### src/rtl/buf_pool_pkg.sv
package buf_pool_pkg;
  function automatic int unsigned idx_width(input int unsigned n);
    return (n > 1) ? $clog2(n) : 1;
  endfunction
  function automatic int unsigned cnt_width(input int unsigned n);
    return $clog2(n + 1);
  endfunction
endpackage

### src/rtl/buf_lowest_free.sv
module buf_lowest_free #(
  parameter int unsigned NUM_BUFS = 32,
  parameter int unsigned AW       = 5
) (
  input  logic [NUM_BUFS-1:0] busy_i,
  output logic                any_free_o,
  output logic [AW-1:0]       addr_o
);
  // scan high to low so the lowest idle index is written last
  always_comb begin
    addr_o     = '0;
    any_free_o = 1'b0;
    for (int i = NUM_BUFS - 1; i >= 0; i--) begin
      if (!busy_i[i]) begin
        addr_o     = AW'(i);
        any_free_o = 1'b1;
      end
    end
  end
endmodule

### src/rtl/buf_busy_bits.sv
module buf_busy_bits #(
  parameter int unsigned NUM_BUFS = 32,
  parameter int unsigned AW       = 5
) (
  input  logic                clk_i,
  input  logic                rst_ni,
  input  logic                set_en_i,
  input  logic [AW-1:0]       set_addr_i,
  input  logic                clr_en_i,
  input  logic [AW-1:0]       clr_addr_i,
  output logic [NUM_BUFS-1:0] busy_o,
  output logic                clr_hit_o
);
  logic [NUM_BUFS-1:0] set_sel;
  logic [NUM_BUFS-1:0] clr_sel;

  for (genvar g = 0; g < NUM_BUFS; g++) begin : g_bit
    assign set_sel[g] = set_en_i && (set_addr_i == AW'(g));
    assign clr_sel[g] = clr_en_i && (clr_addr_i == AW'(g));

    always_ff @(posedge clk_i or negedge rst_ni) begin
      if (!rst_ni)         busy_o[g] <= 1'b0;
      else if (set_sel[g]) busy_o[g] <= 1'b1;  // allocation wins
      else if (clr_sel[g]) busy_o[g] <= 1'b0;
    end
  end

  // release counts only if the addressed buffer is busy now
  assign clr_hit_o = |(clr_sel & busy_o);
endmodule

### src/rtl/buf_busy_count.sv
module buf_busy_count #(
  parameter int unsigned NUM_BUFS = 32,
  parameter int unsigned CW       = 6
) (
  input  logic          clk_i,
  input  logic          rst_ni,
  input  logic          inc_i,
  input  logic          dec_i,
  output logic [CW-1:0] count_o,
  output logic          full_o
);
  always_ff @(posedge clk_i or negedge rst_ni) begin
    if (!rst_ni) count_o <= '0;
    else begin
      unique case ({inc_i, dec_i})
        2'b10:   count_o <= count_o + CW'(1);
        2'b01:   count_o <= count_o - CW'(1);
        default: count_o <= count_o;
      endcase
    end
  end

  assign full_o = (count_o == CW'(NUM_BUFS));
endmodule

### src/rtl/buf_pool_alloc.sv
module buf_pool_alloc
  import buf_pool_pkg::*;
#(
  parameter int unsigned NUM_BUFS = 32,
  localparam int unsigned AW      = idx_width(NUM_BUFS),
  localparam int unsigned CW      = cnt_width(NUM_BUFS)
) (
  input  logic          clk_i,
  input  logic          rst_ni,
  input  logic          alloc_i,
  output logic          nack_o,
  output logic [AW-1:0] alloc_addr_o,
  input  logic          free_i,
  input  logic [AW-1:0] free_addr_i
);
  logic [NUM_BUFS-1:0] busy_w;
  logic [CW-1:0]       count_w;
  logic                full_w;
  logic                any_free_w;
  logic                grant_w;
  logic                free_hit_w;

  assign nack_o  = alloc_i && full_w;
  assign grant_w = alloc_i && !full_w;

  buf_lowest_free #(.NUM_BUFS(NUM_BUFS), .AW(AW)) u_find (
    .busy_i     (busy_w),
    .any_free_o (any_free_w),
    .addr_o     (alloc_addr_o)
  );

  buf_busy_bits #(.NUM_BUFS(NUM_BUFS), .AW(AW)) u_bits (
    .clk_i      (clk_i),
    .rst_ni     (rst_ni),
    .set_en_i   (grant_w),
    .set_addr_i (alloc_addr_o),
    .clr_en_i   (free_i),
    .clr_addr_i (free_addr_i),
    .busy_o     (busy_w),
    .clr_hit_o  (free_hit_w)
  );

  buf_busy_count #(.NUM_BUFS(NUM_BUFS), .CW(CW)) u_cnt (
    .clk_i   (clk_i),
    .rst_ni  (rst_ni),
    .inc_i   (grant_w),
    .dec_i   (free_hit_w),
    .count_o (count_w),
    .full_o  (full_w)
  );
endmodule

### config.mk
export PLATFORM = sky130hd
export DESIGN_NAME = buf_pool_alloc
export DESIGN_NICKNAME = d
export VERILOG_FILES = /design/src/rtl/buf_pool_pkg.sv /design/src/rtl/buf_lowest_free.sv /design/src/rtl/buf_busy_bits.sv /design/src/rtl/buf_busy_count.sv /design/src/rtl/buf_pool_alloc.sv
export SDC_FILE = /design/constraint.sdc
export NUM_CORES = 1
export LEC_CHECK = 0
export BUFFER_PORTS_ARGS = -buffer_cell sky130_fd_sc_hd__clkbuf_2
export CAP_MARGIN = 20
export CORE_MARGIN = 2
export CORE_UTILIZATION = 57
export DETAILED_ROUTE_END_ITERATION = 10
export PLACE_DENSITY = 0.84
export SYNTH_ARGS = -nofsm -noshare
export SYNTH_HDL_FRONTEND = slang
export SYNTH_SLANG_ARGS = --single-unit
### constraint.sdc
create_clock -name clk_i -period 5.96 [get_ports clk_i]
set_input_delay 0.298 -clock clk_i [delete_from_list [all_inputs] [get_ports clk_i]]
set_output_delay 0.298 -clock clk_i [all_outputs]
set_load 0.03 [all_outputs]
; Yosys cells after proc, flatten, opt, wreduce, memory -nomap -nowiden
; Cells that the tools add are included.
[word_totals]
register_bits = 38
in_bits = 9
out_inout_bits = 6
elab_cells = 301
[op_classes]
addsub = 2
eq_ne = 65
muxes = 97
n_bitwise = 1
n_reduce_logical = 103
[op_table]
columns = operator, count
row1 = $eq 5x5->1 const B, 32
row2 = $mux 5, 32
row3 = $eq 5x4->1 const B, 16
row4 = $logic_and 1x1->1, 66
row5 = $reduce_bool 2->1, 33
row6 = $mux 1, 64
row7 = $eq 5x3->1 const B, 8
row8 = $and 32x32->32, 1
row9 = $reduce_or 32->1, 1
row10 = $eq 5x2->1 const B, 4
row11 = $pmux 6 s2, 1
row12 = $eq 5x1->1 const B, 2
row13 = $logic_not 5->1, 2
row14 = $add 6x1->6 const B, 1
row15 = $eq 6x6->1 const B, 1
row16 = $sub 6x1->6 const B, 1
row17 = $eq 2x1->1 const B, 1
row18 = $eq 2x2->1 const B, 1
row19 = $logic_not 1->1, 1

; Longest topological paths before layout
[depth]
word_depth = 35
ltp_mapped = 16

; Cells and area by module
; A second synthesis with hierarchy kept.
[hier_totals]
cells_unflattened = 302
hier_area_um2 = 2591.2
[modules_own_cells]
columns = module, instances, cells_each, area_each_um2, seq_area_each_um2
row1 = buf_busy_bits, 1, 186, 1707.9, 800.8
row2 = buf_busy_count, 1, 48, 474.2, 150.1
row3 = buf_lowest_free, 1, 66, 392.9, 0.0
row4 = buf_pool_alloc, 1, 2, 16.3, 0.0

; Least setup slack after synthesis
; OpenSTA, ideal clock, no wires.
[synth_timing]
path_kind = reg-to-reg
from = register u_bits.busy_o[15]
to = register u_cnt.count_o[5]
arrival_time_ns = 2.818
slack_ns = 3.020
path_stages_with_launch = 15
path_buffers = 0
period_less_slack_ns = 2.940
path_cell_list = dfrtp_1 mux2_2 a22oi_1 o21ai_0 a31o_2 a2bb2oi_1 nand3_1 ha_1 ha_1 a21o_1 a21oi_1 nand2b_1 nor4b_1 a211o_1 xor2_1
[synth_between]
elab_chain_len = 4
[synth_rtl]
columns = element, line_no
row1 = "start, declared", buf_busy_bits.sv:11  ; output logic [NUM_BUFS-1:0] busy_o,
row2 = "start signal, assigned by index", buf_busy_bits.sv:22  ; if (!rst_ni) busy_o[g] <= 1'b0;
row3 = "start signal, assigned by index", buf_busy_bits.sv:23  ; else if (set_sel[g]) busy_o[g] <= 1'b1;
row4 = "start signal, assigned by index", buf_busy_bits.sv:24  ; else if (clr_sel[g]) busy_o[g] <= 1'b0;
row5 = $and 32x32->32 (*), buf_busy_bits.sv:29  ; assign clr_hit_o = |(clr_sel & busy_o);
row6 = $reduce_or 32->1 (*), buf_busy_bits.sv:29
row7 = $eq 2x1->1 or $eq 2x2->1 (tied branches), buf_busy_count.sv:15  ; unique case ({inc_i, dec_i})
row8 = $pmux 6 s2 or $reduce_bool 2->1 (tied branches), --
row9 = "end signal, assigned", buf_busy_count.sv:16  ; 2'b10: count_o <= count_o + CW'(1);
row10 = "end signal, assigned", buf_busy_count.sv:17  ; 2'b01: count_o <= count_o - CW'(1);
row11 = "end signal, assigned", buf_busy_count.sv:18  ; default: count_o <= count_o;
row12 = "end, declared", buf_busy_count.sv:9  ; output logic [CW-1:0] count_o,
; Mark *: on every way between the ends. The rest lies on a longest branch, timed or not.
; A chain may end at the register's enable or synchronous reset.

; Worst setup path after layout
[layout_timing]
from = register u_bits.busy_o[14]
to = register u_cnt.count_o[5]
; The elaborated chain is that of the path after synthesis.

==> results.json <==
{
  "status": "finished clean",
  "fmax_mhz": 305,
  "grt-busiest-layer": "met2",
  "syn_to_final_growth_pct": 7.35,
  "clockBufferDepth": 2,
  "vias": 2653,
  "arrival_ns": 3.47,
  "seq_area_frac_synth_pct": 34.7,
  "syn_inst": 322,
  "cap_violations": 0,
  "r2r_cells": 14,
  "h-tree-depth": 2,
  "core-area_mm2": 0.00469,
  "placed_cell_area_mm2": 0.00285,
  "post_drt_wl_per_cell_um": 19.0,
  "io_buffers": 14,
  "ys.flop_type": "dfrtp_1",
  "relSlewSlack_pct": 38.8,
  "cpMostUsedCell": "ha_1",
  "dpl.hpwl_um": 5420,
  "crit_fanout": 7,
  "drt_wl_total_um": 7410,
  "synth_edf_count": 0,
  "vdd_ir_drop_max_uv": 288,
  "synth_warnings": 0,
  "critical_path_class": "reg -> reg",
  "worst_slew_pin_slew_ns": 0.918,
  "grt_max_degree": 39,
  "drive_gt1_share_pct": 16.6,
  "grt_usage_pct": 29.8,
  "ant_nets": 0,
  "crit_required_ns": 6.15,
  "syn-cell-area_mm2": 0.00274,
  "leakagePower_nw": 1.20,
  "nets": 351,
  "synthArstFlopShare_pct": 100,
  "critPathCaptureType": "register",
  "cts_root_buf": "clkbuf_8",
  "final_max_slew_viol_count": 0,
  "vias_per_cell": 6.79,
  "rows": 25,
  "clkTransAtPathRegs_ns": 0.08,
  "synth_seq_cells": 38,
  "hold_violations": 0,
  "cts-resized-gates": 0,
  "cts_tree": "done",
  "skew_ns": 0.00854,
  "tns_ns": 0,
  "cts.sinks": 38,
  "design_area_mm2": 0.00294,
  "grt_pass1_wl_um": 12300,
  "floorplan.die_area_mm2": 0.00538,
  "die_w_um": 73.3,
  "fin_cells": 391,
  "start_kind": "register",
  "cts_buffers": 5,
  "r2r_setup_slack_ns": 2.68,
  "fill_cells": 405,
  "clk_latency_ns": 0.30,
  "synth_fp_nets": 337,
  "rsz0062_at_grt": "no",
  "final.min_clock_period_ns": 3.28,
  "die_height_um": 73.3,
  "regArea_um2": 951,
  "grt_util_met3_pct": 6.58,
  "powerDensity_mw_per_mm2": 387,
  "grt_pass1_vias": 2447,
  "finalSetupViolCount": 0,
  "cpMaxStageDelayCell": "dfrtp_1",
  "crit_chain": "mux2_2 -> a22oi_1 -> o21ai_0 -> a31o_2 -> a2bb2oi_1 -> nand3_1 -> ha_1 -> ha_1 -> a21o_1 -> a21oi_1 -> nand2b_1 -> nor4b_1 -> a211o_1 -> xor2_1",
  "multi_input_area_mm2": 0.00170,
  "dp.cells": 383,
  "dr.pass1.iters": 5,
  "grt-ovfl-total": 0,
  "initial_utilization_pct": 58.4,
  "met2_usage_pct": 45.8,
  "grt_util_met1_pct": 41.2,
  "avgSynthCellArea_um2": 8.51,
  "drcViolationCount": 0,
  "antenna_found_initial": 0,
  "io_pins": 15,
  "post_cts_buffers": 0,
  "diodes": 0,
  "drtIter0Drc": 421,
  "yosysUniqueCellTypes": 60,
  "post-route-period-util_pct": 55.0,
  "gp_congestion": 1.07,
  "postCtsHoldBufs": 0,
  "max_stage_delay_ns": 0.47,
  "hold_path_class": "in -> async"
}
Yosys cell counts, types with 4 or more instances:
cell type  instances  area (um2)
o21ai_0           43         215
dfrtp_1           38         951
nand2_1           38         143
nor2_1            21        78.8
o21ai_1           18        90.1
inv_1             17        63.8
o21ai_2           12         105
nand3_1           11        55.1
a21oi_1            9        45.0
clkbuf_1           7        26.3
nand2b_1           7        43.8
nand4_1            6        37.5
nor2b_1            6        37.5
nor3_1             6        30.0
ha_1               5        62.6
mux2i_1            5        50.1
and3_1             4        25.0
xor2_1             4        35.0
cells in the final DEF, fill, tap and decap left out, types with 2 or more instances in the layout:
cell type	synthesis	layout
o21ai_0	43	43
a21o_1	2	2
nor2b_1	6	6
o21ai_2	12	12
o22ai_1	3	3
nor4b_1	3	3
clkbuf_2	0	14
o221ai_1	2	2
nor3_1	6	6
a211o_1	2	2
dfrtp_1	38	38
a31oi_1	3	3
o21a_1	2	2
mux2_2	2	2
a211oi_2	2	2
and4_1	2	2
o21bai_4	2	2
nand2_2	2	2
nor2_1	21	21
o21ai_1	18	18
inv_1	17	17
nand2_1	38	38
a311o_1	2	2
xor2_1	4	4
ha_1	5	5
and3_1	4	4
nand4_1	6	6
clkbuf_8	0	5
a2bb2oi_1	2	2
a22oi_1	3	3
a21boi_0	2	2
nand2b_1	7	7
a21oi_1	9	9
nand3_1	11	11
or2_2	3	3
mux2i_1	5	5
o31ai_1	2	2
flip-flops by register name, indices dropped and copies added, names as in the netlist:
signal and cells:
u_bits.busy_o 32, u_cnt.count_o 6
cells by family (layout without fill, tap and decap cells):
group / count (synthesis) / after routing / synth area share [%]
compound gates: 121 / 121 / 31.0
xor+xnor: 5 / 5 / 1.60
fa+ha+maj: 6 / 6 / 3.02
buf+inv: 24 / 39 / 3.29
flops: 38 / 38 / 34.7
mux: 8 / 8 / 3.47
simple gates: 120 / 120 / 22.9
per-layer routing:
metal | part of all wire [%] | wire length, um | up-vias
li1 | - | - | 1214
met1 | 42 | 3100 | 1263
met2 | 46 | 3390 | 155
met3 | 9.5 | 704 | 21
met4 | 3.0 | 220 | 0
met5 | 0 | 0 | -
area by class of cell:
| cell class | instances | area share, % |
|---|---|---|
| clock inverters | 3 | 0.723 |
| multi-input cells | 260 | 57.7 |
| clock buffers | 5 | 2.34 |
| inverters | 17 | 2.17 |
| well taps | 54 | 2.30 |
| flip-flops and latches | 38 | 32.3 |
| repair buffers | 14 | 2.38 |
power breakdown:
group | switching [mW] | internal, mW
logic | 0.392 | 0.189
clock network | 0.0971 | 0.0821
registers | 0.0681 | 0.309
stage by stage:
step | hold slack, ns | setup slack (ns) | util (%) | power, mW
floorplan | 0.00241 | 3.02 | - | 0.792
global placement | 0.455 | 2.64 | 60.7 | 0.942
detailed placement | 0.449 | 2.53 | 60.7 | 0.953
CTS | 0.157 | 2.71 | 62.7 | 1.13
global route | 0.190 | 2.39 | 62.7 | 1.21
finish | 0.116 | 2.68 | 62.7 | 1.14
worst paths after layout:
check | start | endpoint
max | u_bits.busy_o[14]$_DFFE_PN0P_ | u_cnt.count_o[5]$_DFFE_PN0P_
min | rst_ni | u_cnt.count_o[0]$_DFFE_PN0P_
max reg2reg | u_bits.busy_o[14]$_DFFE_PN0P_ | u_cnt.count_o[5]$_DFFE_PN0P_
min reg2reg | u_cnt.count_o[5]$_DFFE_PN0P_ | u_cnt.count_o[5]$_DFFE_PN0P_
max in group asynchronous | rst_ni | u_bits.busy_o[31]$_DFFE_PN0P_
min in group clk_i | u_cnt.count_o[5]$_DFFE_PN0P_ | u_cnt.count_o[5]$_DFFE_PN0P_
worst max-delay path: cells and delay by family, from the launching register on:
kind	cells	cell delay (ns)
XOR/XNOR	1	0.14
flip-flops	1	0.47
AND/OR/NAND/NOR	3	0.35
AO/OA/AOI/OAI	7	1.26
adder cells (fa/ha/maj)	2	0.63
multiplexers	1	0.29
(Power assumes the default switching activity.)
